`src/rtl/led_pwm_pkg.sv`:
```
`timescale 1ns/1ps
package led_pwm_pkg;
    localparam int PWM_W     = 8;
    localparam int CODE_W    = 4;
    localparam int THR_W     = PWM_W + 1;
    localparam int PERIOD    = 1 << PWM_W;
    localparam int LIN_STEPS = (1 << CODE_W) - 1;

    typedef enum logic [1:0] {
        RNG_OFF  = 2'b00,
        RNG_QTR  = 2'b01,
        RNG_HALF = 2'b10,
        RNG_FULL = 2'b11
    } rng_e;

    typedef struct packed {
        rng_e             rng;
        logic [THR_W-1:0] thr;
    } drive_t;

    localparam drive_t DRIVE_OFF = '{rng: RNG_OFF, thr: '0};

    // thresholds are tuned for a 256-step period and rescaled to PERIOD
    function automatic logic [THR_W-1:0] scale256(int unsigned base);
        return THR_W'((base * PERIOD) / 256);
    endfunction

    function automatic logic [THR_W-1:0] log_thr(logic [CODE_W-1:0] c);
        case (c)
            4'd1:                 return scale256(8);
            4'd2:                 return scale256(11);
            4'd3:                 return scale256(16);
            4'd4:                 return scale256(23);
            4'd5:                 return scale256(32);
            4'd6:                 return scale256(45);
            4'd7:                 return scale256(64);
            4'd8:                 return scale256(91);
            4'd9:                 return scale256(128);
            4'd10, 4'd12, 4'd14:  return scale256(181);
            4'd11, 4'd13, 4'd15:  return scale256(256);
            default:              return '0;
        endcase
    endfunction

    function automatic rng_e log_rng(logic [CODE_W-1:0] c);
        if (c == '0)       return RNG_OFF;
        else if (c <= 11)  return RNG_QTR;
        else if (c <= 13)  return RNG_HALF;
        else               return RNG_FULL;
    endfunction

    function automatic logic [THR_W-1:0] lin_thr(logic [CODE_W-1:0] c);
        int unsigned n;
        n = 32'(c);
        return THR_W'((n * PERIOD + LIN_STEPS / 2) / LIN_STEPS);
    endfunction
endpackage

```
`src/rtl/led_pwm_timer.sv`:
```
`timescale 1ns/1ps
module led_pwm_timer #(
    parameter int W = 8
) (
    input  logic         clk,
    input  logic         rst,
    input  logic         tick_i,
    output logic [W-1:0] cnt_o,
    output logic         wrap_o
);
    always_ff @(posedge clk) begin
        if (rst)
            cnt_o <= '0;
        else if (tick_i)
            cnt_o <= cnt_o + 1'b1;
    end

    assign wrap_o = tick_i && (cnt_o == {W{1'b1}});
endmodule

```
`src/rtl/led_code_map.sv`:
```
`timescale 1ns/1ps
module led_code_map
    import led_pwm_pkg::*;
(
    input  logic [CODE_W-1:0] code_i,
    input  logic              lin_i,
    output drive_t            drive_o
);
    always_comb begin
        drive_o = DRIVE_OFF;
        if (code_i != '0) begin
            if (lin_i) begin
                drive_o.rng = RNG_FULL;
                drive_o.thr = lin_thr(code_i);
            end else begin
                drive_o.rng = log_rng(code_i);
                drive_o.thr = log_thr(code_i);
            end
        end
    end
endmodule

```
`src/rtl/led_pwm_out.sv`:
```
`timescale 1ns/1ps
module led_pwm_out
    import led_pwm_pkg::*;
(
    input  logic             clk,
    input  logic             rst,
    input  logic             load_i,
    input  drive_t           next_i,
    input  logic [PWM_W-1:0] cnt_i,
    output rng_e             range_o,
    output logic             pwm_on_o
);
    drive_t act_q;

    // setting only moves at a period boundary, so a pulse is never clipped
    always_ff @(posedge clk) begin
        if (rst)
            act_q <= DRIVE_OFF;
        else if (load_i)
            act_q <= next_i;
    end

    assign range_o  = act_q.rng;
    assign pwm_on_o = ({1'b0, cnt_i} < act_q.thr);
endmodule

```
`src/rtl/led_bright_pwm.sv`:
```
`timescale 1ns/1ps
module led_bright_pwm
    import led_pwm_pkg::*;
(
    input  logic              clk,
    input  logic              rst,
    input  logic [CODE_W-1:0] code_i,
    input  logic              lin_mode_i,
    input  logic              period_tick_i,
    output logic [1:0]        range_o,
    output logic              pwm_on_o
);
    logic [PWM_W-1:0] cnt_q;
    logic             wrap_w;
    drive_t           next_w;
    rng_e             rng_w;

    led_pwm_timer #(.W(PWM_W)) u_timer (
        .clk    (clk),
        .rst    (rst),
        .tick_i (period_tick_i),
        .cnt_o  (cnt_q),
        .wrap_o (wrap_w)
    );

    led_code_map u_map (
        .code_i  (code_i),
        .lin_i   (lin_mode_i),
        .drive_o (next_w)
    );

    led_pwm_out u_out (
        .clk      (clk),
        .rst      (rst),
        .load_i   (wrap_w),
        .next_i   (next_w),
        .cnt_i    (cnt_q),
        .range_o  (rng_w),
        .pwm_on_o (pwm_on_o)
    );

    assign range_o = rng_w;
endmodule

```
`config.mk`:
```
export PLATFORM = sky130hd
export DESIGN_NAME = led_bright_pwm
export DESIGN_NICKNAME = d
export VERILOG_FILES = /design/src/rtl/led_pwm_pkg.sv /design/src/rtl/led_pwm_timer.sv /design/src/rtl/led_code_map.sv /design/src/rtl/led_pwm_out.sv /design/src/rtl/led_bright_pwm.sv
export SDC_FILE = /design/constraint.sdc
export NUM_CORES = 1
export LEC_CHECK = 0
export ABC_AREA = 1
export BUFFER_PORTS_ARGS = -buffer_cell sky130_fd_sc_hd__buf_2
export CAP_MARGIN = 25
export CORE_ASPECT_RATIO = 2
export CORE_MARGIN = 8
export CORE_UTILIZATION = 65
export DETAILED_ROUTE_END_ITERATION = 12
export GPL_TIMING_DRIVEN = 1
export PLACE_DENSITY = 0.82
export REMOVE_ABC_BUFFERS = 1
export SLEW_MARGIN = 20
export SYNTH_ARGS = -nofsm -noshare
export SYNTH_HDL_FRONTEND = slang
export SYNTH_HIERARCHICAL = 1
export SYNTH_SLANG_ARGS = --single-unit
```
`constraint.sdc`:
```
create_clock -name clk -period 9.1 [get_ports clk]
set_clock_uncertainty 0.2 [all_clocks]
set_input_delay 0.91 -clock clk [delete_from_list [all_inputs] [get_ports clk]]
set_output_delay 0.91 -clock clk [all_outputs]
set_load 0.02 [all_outputs]
```
==> results.md <==
- Origin of the worst setup path: code_i[2]
- Fraction of registers with async set/reset: 0%
- Average size of a mapped cell: 5.73 sq um
- Crit Path Class: in2reg
- Critical path endpoint category: flop
- Area Overhead vs Synth: 3.40%
- CTS Buffer Depth: 2
- Post-synthesis simple-gate area fraction: 53.6%
- Seq/Total Area, Yosys: 8.84%
- Buf/Inv on CP: 10
- Width of the die: 73.5 microns
- Post-DR wirelength/cell: 13.4 microns
- DP Wirelength: 9230 microns
- Nets@finish: 783
- Worst Hold Launch: u_out/range_o[1]$_SDFFE_PP0P_
- Final Routed Wirelength: 11300 microns
- Tmin final: 8490 ps
- Worst hold path type: reg2reg
- Yosys warning count: 6
- Most numerous cell on the critical path: nand2_1
- GPL Wtd Cong: 0.961
- Critical path data required time: 9080 ps
- Multi-input logic area: 0.00334 sq mm
- Synth Instances: 750
- Setup Fix Bufs, Post-CTS: 0
- Status: complete, no violations
- Synth Area in Compound Gates: 13.7%
- Register area: 380 sq um
- Fmax: 0.118 GHz
- # diodes: 0
- Peak supply drop: 0.120 mV
- GR Util All Layers: 24.5%
- Total grt overflow: 0
- RSZ-0062 raised after global routing: no
- Xor-xnor portion of the synthesized cell area: 3.03%
- Slew headroom: 61.7%
- Layout cells sized above 1: 15.3%
- Final period util: 93.3%
- Die ar.: 0.00963 sq mm
- CP top delay family: simple AND/OR/NAND/NOR gates
- Crit path DAT: 8470 ps
- Max Cap Viol: 0
- Measured slew at the worst slew-check pin: 571 ps
- Starting density of the core: 66.0%
- Number of synthesized flops with an enable pin: 0
- Std cell rows: 42
- Power, Total: 0.000539 W
- Yosys reg bits: 19
- Die Ht: 131 microns
- Fillers: 659
- Via density: 5.53
- Leak: 2.44 nW
- Clk slew on worst S/H paths: 50 ps
- Endpoints failing hold: 0
- Most common cell after layout, fill and taps aside: nand2_1
- Main synth FF type: dfxtp_1
- DRT antenna net count: 0
- CTS tree: done
- CP Launch Type: input port
- Setup Viol. Count Final: 0
- Clock tree sinks: 19
- DR vias: 4636
- PwrDens: 121 mW/mm^2
- H-tree depth: 1
- Distinct cells, synth: 47
- Clk root buf: clkbuf_16
- Worst R2R Start: u_timer/cnt_o[0]$_SDFFE_PP0P_
- Initial DRC Count: 329
- Post-Syn Area: 0.00430 sq mm
- Vias in the first global route: 4369
- Post-Synth Adder-Cell Area: 6.87%
- Largest net degree at the start of global routing: 26
- Antenna violations before repair: 0
- Mux cell area share after synthesis: 0%
- # DRC: 0
- CTS buffer count: 3
- First-pass GRT wire length: 19300 microns
- Skew-Pair Late Insertion Delay: 250 ps
- Final Max Slew Viols: 0
- Io pins: 11
- Combinational family with the most area after synthesis: simple AND/OR/NAND/NOR gates
- DRT Pass-1 Iters: 5
- Slowest CP cell: ha_1
- Worst-path fanout max: 25
- Critical path's largest stage delay: 380 ps
- Most frequent cells in the layout: nand2_1, inv_1, nor2_1, nand3_1, a21oi_1
- Port bufs: 10
- Setup TNS: 0 ps
- Placeable core region: 0.00652 sq mm
## synthesized netlist by cell type (6+ instances only)
| cell | instances | area (sq um) |
|---|---|---|
| nand2_1 | 216 | 811 |
| inv_1 | 117 | 439 |
| nor2_1 | 74 | 278 |
| nand3_1 | 67 | 335 |
| a21oi_1 | 31 | 155 |
| o21ai_0 | 26 | 130 |
| nand2_2 | 23 | 144 |
| ha_1 | 22 | 275 |
| nand4_1 | 21 | 131 |
| dfxtp_1 | 19 | 380 |
| nor2_2 | 13 | 81.3 |
| nand3_2 | 10 | 100 |
| nor2_4 | 10 | 113 |
| xor2_1 | 10 | 87.6 |
| inv_2 | 9 | 33.8 |
| nand2_4 | 9 | 101 |
| a211oi_2 | 7 | 87.6 |
| buf_6 | 6 | 67.6 |
## layer usage
layer / up-vias / track usage, % / part of all wire (%)
met5: - / 0 / 0
met4: 0 / 11.4 / 4.2
met3: 31 / 2.98 / 3.8
met2: 112 / 42.1 / 49
met1: 2109 / 28.9 / 43
li1: 2384 / - / -
## path summary, 6_finish.rpt
kind,end,slack [ps],cells after the start
setup reg to reg,u_out/act_q[4]$_SDFFE_PP0P_,6930,8
hold / removal,u_out/range_o[1]$_SDFFE_PP0P_,260,2
hold reg to reg,u_out/range_o[1]$_SDFFE_PP0P_,260,2
setup / recovery,u_out/act_q[0]$_SDFFE_PP0P_,610,55
## what timing repair did
action | in CTS | in global routing
endpoints found under the setup margin | 0 | 2
hold buffers | 0 | 0
gates resized for setup | 0 | 7
## through the flow
| step | hold WS [ps] | utilization, % | worst slack [ps] | instance area, sq um | cells |
|---|---|---|---|---|---|
| 2_1_floorplan | 235 | - | 1530 | 4180 | 736 |
| 3_3_place_gp | 245 | 66.7 | 490 | 4340 | 835 |
| 3_5_place_dp | 253 | 66.7 | 264 | 4340 | 835 |
| 4_1_cts | 261 | 67.9 | 502 | 4420 | 839 |
| 5_1_grt | 296 | 68.2 | 2.14 | 4450 | 839 |
| 6_report | 257 | 68.2 | 610 | 4450 | 839 |
## worst min-delay path: stages, from the launching register on
cell and delay, ps:
dfxtp_1 300, nand2_1 60, a21oi_1 50
## power breakdown
| group | total [W] | switching [W] | internal, W |
|---|---|---|---|
| logic | 0.000365 | 0.000252 | 0.000113 |
| registers | 0.0000852 | 0.00000101 | 0.0000842 |
| clock network | 0.0000893 | 0.0000297 | 0.0000595 |
| total | 0.000539 | 0.000283 | 0.000256 |
## final cells by class
cell class,count,share of cell area (%)
clock buffers,4,1.77
well taps,88,2.48
multi-input cells,590,75.1
inverters,127,10.7
repair buffers,11,1.35
flip-flops and latches,19,8.55
## cell families after synthesis
kind of cell             after synthesis
adder cells (fa/ha/maj)               23
XOR/XNOR                              14
flip-flops                            19
AND/OR/NAND/NOR                      461
AO/OA/AOI/OAI                         92
buffers and inverters                141
## flip-flops by register name, summed over array words and instances (netlist names)
register	count
u_out/act_q	9
u_out/range_o	2
u_timer/cnt_o	8
Note: power is estimated with default switching activity, not from simulation.
